`src/rtl/dsl_pkg.sv`:
```
package dsl_pkg;
    typedef enum logic [1:0] {
        ST_IDLE  = 2'd0,
        ST_SHIFT = 2'd1,
        ST_FULL  = 2'd2
    } link_state_e;

    localparam logic [1:0] CTRL_EDGE_RISE = 2'b11;
endpackage

```
`src/rtl/dsl_sync.sv`:
```
module dsl_sync #(
    parameter int W = 3,
    parameter int STAGES = 2,
    parameter logic [W-1:0] RST_VAL = '0
) (
    input  logic         clk,
    input  logic         rst_n,
    input  logic [W-1:0] d_i,
    output logic [W-1:0] q_o
);
    logic [W-1:0] pipe [STAGES];

    always_ff @(posedge clk or negedge rst_n) begin
        if (!rst_n) begin
            for (int i = 0; i < STAGES; i++) pipe[i] <= RST_VAL;
        end else begin
            pipe[0] <= d_i;
            for (int i = 1; i < STAGES; i++) pipe[i] <= pipe[i-1];
        end
    end

    assign q_o = pipe[STAGES-1];
endmodule

```
`src/rtl/dsl_edge.sv`:
```
module dsl_edge #(
    parameter logic RST_VAL = 1'b0
) (
    input  logic clk,
    input  logic rst_n,
    input  logic lvl_i,
    output logic rise_o,
    output logic fall_o
);
    logic prev;

    always_ff @(posedge clk or negedge rst_n) begin
        if (!rst_n) prev <= RST_VAL;
        else        prev <= lvl_i;
    end

    assign rise_o = lvl_i & ~prev;
    assign fall_o = ~lvl_i & prev;
endmodule

```
`src/rtl/dsl_frame_fsm.sv`:
```
module dsl_frame_fsm
    import dsl_pkg::*;
#(
    parameter int FRAME_W = 16,
    parameter int CODE_W = 12
) (
    input  logic              clk,
    input  logic              rst_n,
    input  logic              sync_s,
    input  logic              sdin_s,
    input  logic              cap_edge,
    input  logic              out_edge,
    output logic [CODE_W-1:0] code_o,
    output logic              sdo_o,
    output logic              rise_mode_o,
    output link_state_e       state_o
);
    localparam int CNT_W = $clog2(FRAME_W);
    localparam int DATA_MSB = FRAME_W - 3;

    link_state_e        state, nxt;
    logic [FRAME_W-1:0] shreg;
    logic [CNT_W-1:0]   bit_cnt;
    logic               take, last_bit, commit;

    assign take     = cap_edge & ~sync_s;
    assign last_bit = (bit_cnt == CNT_W'(FRAME_W - 1));
    assign commit   = (state == ST_FULL) & sync_s;

    // next-state logic
    always_comb begin
        nxt = state;
        unique case (state)
            ST_IDLE:  if (!sync_s) nxt = ST_SHIFT;
            ST_SHIFT: begin
                if (sync_s)                nxt = ST_IDLE;
                else if (take && last_bit) nxt = ST_FULL;
            end
            ST_FULL:  if (sync_s) nxt = ST_IDLE;
            default:  nxt = ST_IDLE;
        endcase
    end

    // state register
    always_ff @(posedge clk or negedge rst_n) begin
        if (!rst_n) state <= ST_IDLE;
        else        state <= nxt;
    end

    // shift register and bit counter
    always_ff @(posedge clk or negedge rst_n) begin
        if (!rst_n) begin
            shreg   <= '0;
            bit_cnt <= '0;
        end else begin
            if (take) shreg <= {shreg[FRAME_W-2:0], sdin_s};
            if (sync_s)                         bit_cnt <= '0;
            else if (take && state != ST_FULL)  bit_cnt <= bit_cnt + 1'b1;
        end
    end

    // outputs: serial out, parallel code, capture-edge mode
    always_ff @(posedge clk or negedge rst_n) begin
        if (!rst_n) begin
            code_o      <= '0;
            sdo_o       <= 1'b0;
            rise_mode_o <= 1'b0;
        end else begin
            if (out_edge) sdo_o <= shreg[FRAME_W-1];
            if (commit) begin
                if (shreg[FRAME_W-1 -: 2] == CTRL_EDGE_RISE) rise_mode_o <= 1'b1;
                else code_o <= shreg[DATA_MSB -: CODE_W];
            end
        end
    end

    assign state_o = state;
endmodule

```
`src/rtl/dac_serial_link.sv`:
```
module dac_serial_link
    import dsl_pkg::*;
#(
    parameter int CODE_W = 12,
    parameter int FRAME_W = 16,
    parameter int SYNC_STAGES = 2
) (
    input  logic              clk,
    input  logic              rst_n,
    input  logic              sclk_i,
    input  logic              sdin_i,
    input  logic              sync_n_i,
    output logic              sdo_o,
    output logic [CODE_W-1:0] code_o
);
    localparam int PIN_N = 3;

    logic [PIN_N-1:0] pins_s;
    logic             sclk_s, sdin_s, sync_s;
    logic             sclk_rise, sclk_fall;
    logic             cap_edge, out_edge, rise_mode;
    link_state_e      link_state;

    dsl_sync #(.W(PIN_N), .STAGES(SYNC_STAGES), .RST_VAL(3'b100)) u_sync (
        .clk(clk), .rst_n(rst_n),
        .d_i({sync_n_i, sdin_i, sclk_i}),
        .q_o(pins_s)
    );

    assign sclk_s = pins_s[0];
    assign sdin_s = pins_s[1];
    assign sync_s = pins_s[2];

    dsl_edge #(.RST_VAL(1'b0)) u_sclk_edge (
        .clk(clk), .rst_n(rst_n), .lvl_i(sclk_s),
        .rise_o(sclk_rise), .fall_o(sclk_fall)
    );

    assign cap_edge = rise_mode ? sclk_rise : sclk_fall;
    assign out_edge = rise_mode ? sclk_fall : sclk_rise;

    dsl_frame_fsm #(.FRAME_W(FRAME_W), .CODE_W(CODE_W)) u_fsm (
        .clk(clk), .rst_n(rst_n),
        .sync_s(sync_s), .sdin_s(sdin_s),
        .cap_edge(cap_edge), .out_edge(out_edge),
        .code_o(code_o), .sdo_o(sdo_o),
        .rise_mode_o(rise_mode), .state_o(link_state)
    );
endmodule

```
`config.mk`:
```
export PLATFORM = sky130hd
export DESIGN_NAME = dac_serial_link
export DESIGN_NICKNAME = d
export VERILOG_FILES = /design/src/rtl/dsl_pkg.sv /design/src/rtl/dsl_sync.sv /design/src/rtl/dsl_edge.sv /design/src/rtl/dsl_frame_fsm.sv /design/src/rtl/dac_serial_link.sv
export SDC_FILE = /design/constraint.sdc
export NUM_CORES = 1
export LEC_CHECK = 0
export BUFFER_PORTS_ARGS = -buffer_cell sky130_fd_sc_hd__buf_2
export CORE_MARGIN = 10
export CORE_UTILIZATION = 50
export DETAILED_ROUTE_END_ITERATION = 7
export PLACE_DENSITY_LB_ADDON = 0.1
export SLEW_MARGIN = 20
export SYNTH_ARGS = -nofsm -noshare
export SYNTH_HDL_FRONTEND = slang
export SYNTH_SLANG_ARGS = --single-unit
```
`constraint.sdc`:
```
create_clock -name clk -period 2.9 [get_ports clk]
set_input_delay 0.87 -clock clk [delete_from_list [all_inputs] [get_ports clk]]
set_output_delay 0.87 -clock clk [all_outputs]
set_load 0.02 [all_outputs]
```
* Word-level counts from Yosys, hierarchy flattened
Cells that the tools add are included.
Storage, ports and cells: input bits 5, bits in registers 43
Operators by class: muxes and demuxes 9, equal/unequal tests 8, reductions and logical operators 7, $add $sub $neg 1, bitwise logic cells 8
Operator list (count):
- $mux W2 | 4
- $mux W4 | 2
- $ne A2 B2 Y1 const B | 3
- $pmux W2 S3 | 1
- $add A4 B1 Y4 const B | 1
- $and A1 B1 Y1 | 4
- $eq A2 B2 Y1 const B | 2
- $eq A4 B4 Y1 const B | 1
- $not A1 Y1 | 4
- $reduce_and A2 Y1 | 2
- $ne A3 B2 Y1 const B | 1
- $reduce_and A3 Y1 | 1
- $eq A2 B1 Y1 const B | 1
- $logic_and A1 B1 Y1 | 2
- $logic_not A2 Y1 | 1
- $mux W1 | 2
- $reduce_bool A2 Y1 | 1

* Logic depth before layout (Yosys ltp)
depth in word-level cells 8, mapped depth 5, depth with buffers taken out 4

* Hierarchy
From an unflattened synthesis, not the netlist that was laid out.
Unflattened totals: cells, all modules 110, area, all modules 1730.4 µm²
Modules (own cells, without submodules):
- dsl_frame_fsm | area an instance 1492.7 µm², times used 1, cells an instance 96
- dsl_sync | area an instance 175.2 µm², times used 1, cells an instance 9
- dsl_edge | area an instance 40.0 µm², times used 1, cells an instance 3
- dac_serial_link | area an instance 22.5 µm², times used 1, cells an instance 2

* Worst setup path after synthesis
Ideal clock, no wire load.
path type flip-flop to flip-flop, from reg u_sync.pipe (netlist bit u_sync.q_o[0]), to reg u_fsm.shreg[10], stages on the path, launching flop included 6, path slack 1.385 ns, period minus slack after synthesis 1.515 ns, arrival time 1.390 ns, data required time 2.775 ns, buffers on the path 1, setup time 0.125 ns, path through dfrtp_1 > nor3b_4 > nor2_4 > nor2_8 > buf_8 > mux2_4
On the way: longest elaborated chain between the ends 4
RTL lines:
- from (decl) | RTL line dsl_sync.sv:11 | logic [W-1:0] pipe [STAGES];
- $not A1 Y1 | RTL line dsl_edge.sv:18 | assign fall_o = ~lvl_i & prev;
- $and A1 B1 Y1 | RTL line dsl_edge.sv:18
- $mux W1 (*) | RTL line dac_serial_link.sv:39 | assign cap_edge = rise_mode ? sclk_rise : sclk_fall;
- $and A1 B1 Y1 (*) | RTL line dsl_frame_fsm.sv:26 | assign take = cap_edge & ~sync_s;
- to (signal assigned) | RTL line dsl_frame_fsm.sv:56 | if (take) shreg <= {shreg[FRAME_W-2:0], sdin_s};
- to (decl) | RTL line dsl_frame_fsm.sv:22 | logic [FRAME_W-1:0] shreg;
Mark *: on every way between the ends. The rest lies on a longest branch, timed or not. A chain may end at the register's enable or synchronous reset.

* Worst setup path after layout
from reg u_fsm.sdo_o, to out sdo_o
RTL lines:
- from (decl) | RTL line dsl_frame_fsm.sv:14 | output logic sdo_o,
- from (signal assigned) | RTL line dsl_frame_fsm.sv:69 | if (out_edge) sdo_o <= shreg[FRAME_W-1];
- to (decl) | RTL line dac_serial_link.sv:13 | output logic sdo_o,
No word-level cell between the ends.

==> metrics.cfg <==
[outcome]
run_status=finished clean

[cts]
cts_buffer_depth=2
htree_levels=2
cts_root_buf=clkbuf_4
cts-resized-gates=0
cts_buffers=5
cts_num_sinks=43
cts_tree=yes
clk_latency_ns=0.35
cts_hold_buf=0
postCtsSetupBuffers=0
clkTransAtPathRegs_ns=0.11

[placed_design]
dp_cells=168
dp_hpwl_mm=1.78
port_buffers=17
gp_congestion=0.695

[global_route]
grt_pass1_vias=979
grt_max_degree=44
overflow=0
grt_use_total=0.0928
grt_pass1_wl_mm=4.58
antenna_found_initial=0

[worst_setup_path]
r2r_slack_ns=1.16
cp_data_required_time_ns=2.03
crit_type=register to primary output
cp_top_family=flip-flops
critical_path.max_stage_delay_ns=0.42
critPathBufInv=1
r2r_cells=2
rr_startpoint=u_sync.q_o[2]
cpMaxStageDelayCell=dfrtp_1
cp-start-kind=register
path_cells=buf_2
critical_path_depth=1
setup.worst_path.end_class=primary output
r2r-end=u_fsm.code_o[7]
cp.arrival_ns=0.92
critPathMaxFanout=4

[power]
p_leak_nw=0.952
irDropWorstVdd_mv=0.347
finalPower_w=0.00113
p_per_area_mw_per_mm2=590

[yosys]
synth_cell_types=32
synth.largest_area_cell=dfrtp_1
ys_warn_count=0
seq_area_frac_synth=0.628
ys_ff_latch=43
synth_top_cells_by_area=dfrtp_1 60%, mux2_4 8.7%, mux2_2 8.5%
synth_edf_count=0
syn_inst=108
yosys_most_used_dff=dfrtp_1
syn_avg_cell_area_um2=15.9
synthesis.nets=114
yosysTopAreaCellShare=0.597
netlist_area_mm2=0.00172
synthArstFlopShare=1.00

[layout]
areaGrowthSynthToFinish_pct=11.1
num-fill-cells=295
stdcell_count=176
n_antenna_cell=0
final_nets=135
drive_gt1_frac=0.438
multiInputGateArea_um2=614
seqCellArea_mm2=0.00108

[worst_hold_path]
whs_endpoint=u_sync.q_o[1]
worstHoldPathCells=0
hp-class=register to register
hp-start=u_sync.pipe[4]

[floorplan]
core_area_mm2=0.00334
start_util=0.515
die_y_um=78.6
rows=21
fp.dieArea_mm2=0.00618
io_pins=18
die_x_um=78.6

[route]
vias=913
vias_per_cell=5.19
dr.pass1.iters=4
drt_iter0_markers=59
wl_per_cell_um=14.3
drt-total-wl_mm=2.53
ant_nets=0
route.detailed.drc=0

[sta]
rsz0062_at_grt=no
slew_headroom=0.398
fin_crit_sh=0.619
max_freq_ghz=0.557
min_period_ns=1.79
hold_violations=0
tns_ns=0
fin_skew_ns=0.00708
worstMarginPinSlew_ns=0.904
setup_viol=0
slew_violations=0

[run]
max-cap-violations=0

## cell families after synthesis
group | count (synthesis) | synth area share
muxes | 29 | 0.211
adders and majority gates | 1 | 0.00728
and+or+nand+nor | 21 | 0.0910
buffers and inverters | 3 | 0.0146
AOI/OAI and AO/OA | 9 | 0.0379
DFF | 43 | 0.628
xor gates and xnor gates | 2 | 0.0102
## final cells by class
type,count,area share
clock buffers,7,0.0341
clock inverters,1,0.00393
multi-input cells,62,0.322
flip-flops and latches,43,0.565
well taps,46,0.0302
repair buffers,17,0.0446
## how the worst max path moves through the flow
stage | from | endpoint
finish | u_fsm.sdo_o | sdo_o
global route | u_sync.q_o[2] | u_fsm.code_o[10]
CTS | u_fsm.code_o[0] | code_o[0]
detailed placement | u_sync.q_o[2] | u_fsm.code_o[8]
global placement | u_sync.q_o[2] | u_fsm.code_o[8]
floorplan | u_sync.q_o[0] | u_fsm.shreg[10]
## synth_stat cells (2+ instances only)
cell     instances
buf_2            2
nor3_1           2
mux2_4          10
nand3_1          2
mux2_2          13
or3_1            2
dfstp_2          2
xor2_1           2
a21oi_1          2
dfrtp_1         41
mux2_1           5
or2b_1           2
nor2_1           4
## cell usage in the layout (no fill, tap or decap), types with 2 or more instances in the layout
cell type and n:
mux2_1 5, clkbuf_8 2, buf_2 17, or2b_1 2
mux2_2 13, or3_1 2, nand3_1 2, mux2_4 10
nor2_1 4, xor2_1 2, clkbuf_4 5, dfstp_2 2
dfrtp_1 41, a21oi_1 2, nor3_1 2
## where the power goes
part | total (W) | switching (W) | internal (W)
Clock | 0.000323 | 0.000182 | 0.000142
Combinational | 0.000100 | 0.0000373 | 0.0000627
Sequential | 0.000702 | 0.0000417 | 0.000660
Total | 0.00113 | 0.000261 | 0.000864
## state kept, by name, indices dropped and copies added, names as in the netlist
signal and flops:
u_fsm.sdo_o 1, u_fsm.bit_cnt 4, u_fsm.code_o 12, u_fsm.state_o 2
u_fsm.shreg 16, u_sync.q_o 3, u_sclk_edge.prev 1, u_sync.pipe 3
u_fsm.rise_mode_o 1
## per-layer routing
layer,GRT usage,part of all wire,up-vias
met1,0.108,0.45,456
met5,0,0,-
met2,0.141,0.47,21
li1,-,-,429
met3,0.0399,0.064,7
met4,0.0538,0.022,0
## through the flow
stage,instance area [um^2],hold WS [ns],setup WS (ns),util
after floorplan,1720,0.331,1.38,-
after global placement,1840,0.338,1.16,0.550
after detailed placement,1840,0.339,1.13,0.550
after CTS,1910,0.365,1.08,0.572
after global routing,1910,0.375,1.03,0.572
final,1910,0.362,1.11,0.572
Power figures use the tool's default switching activity.
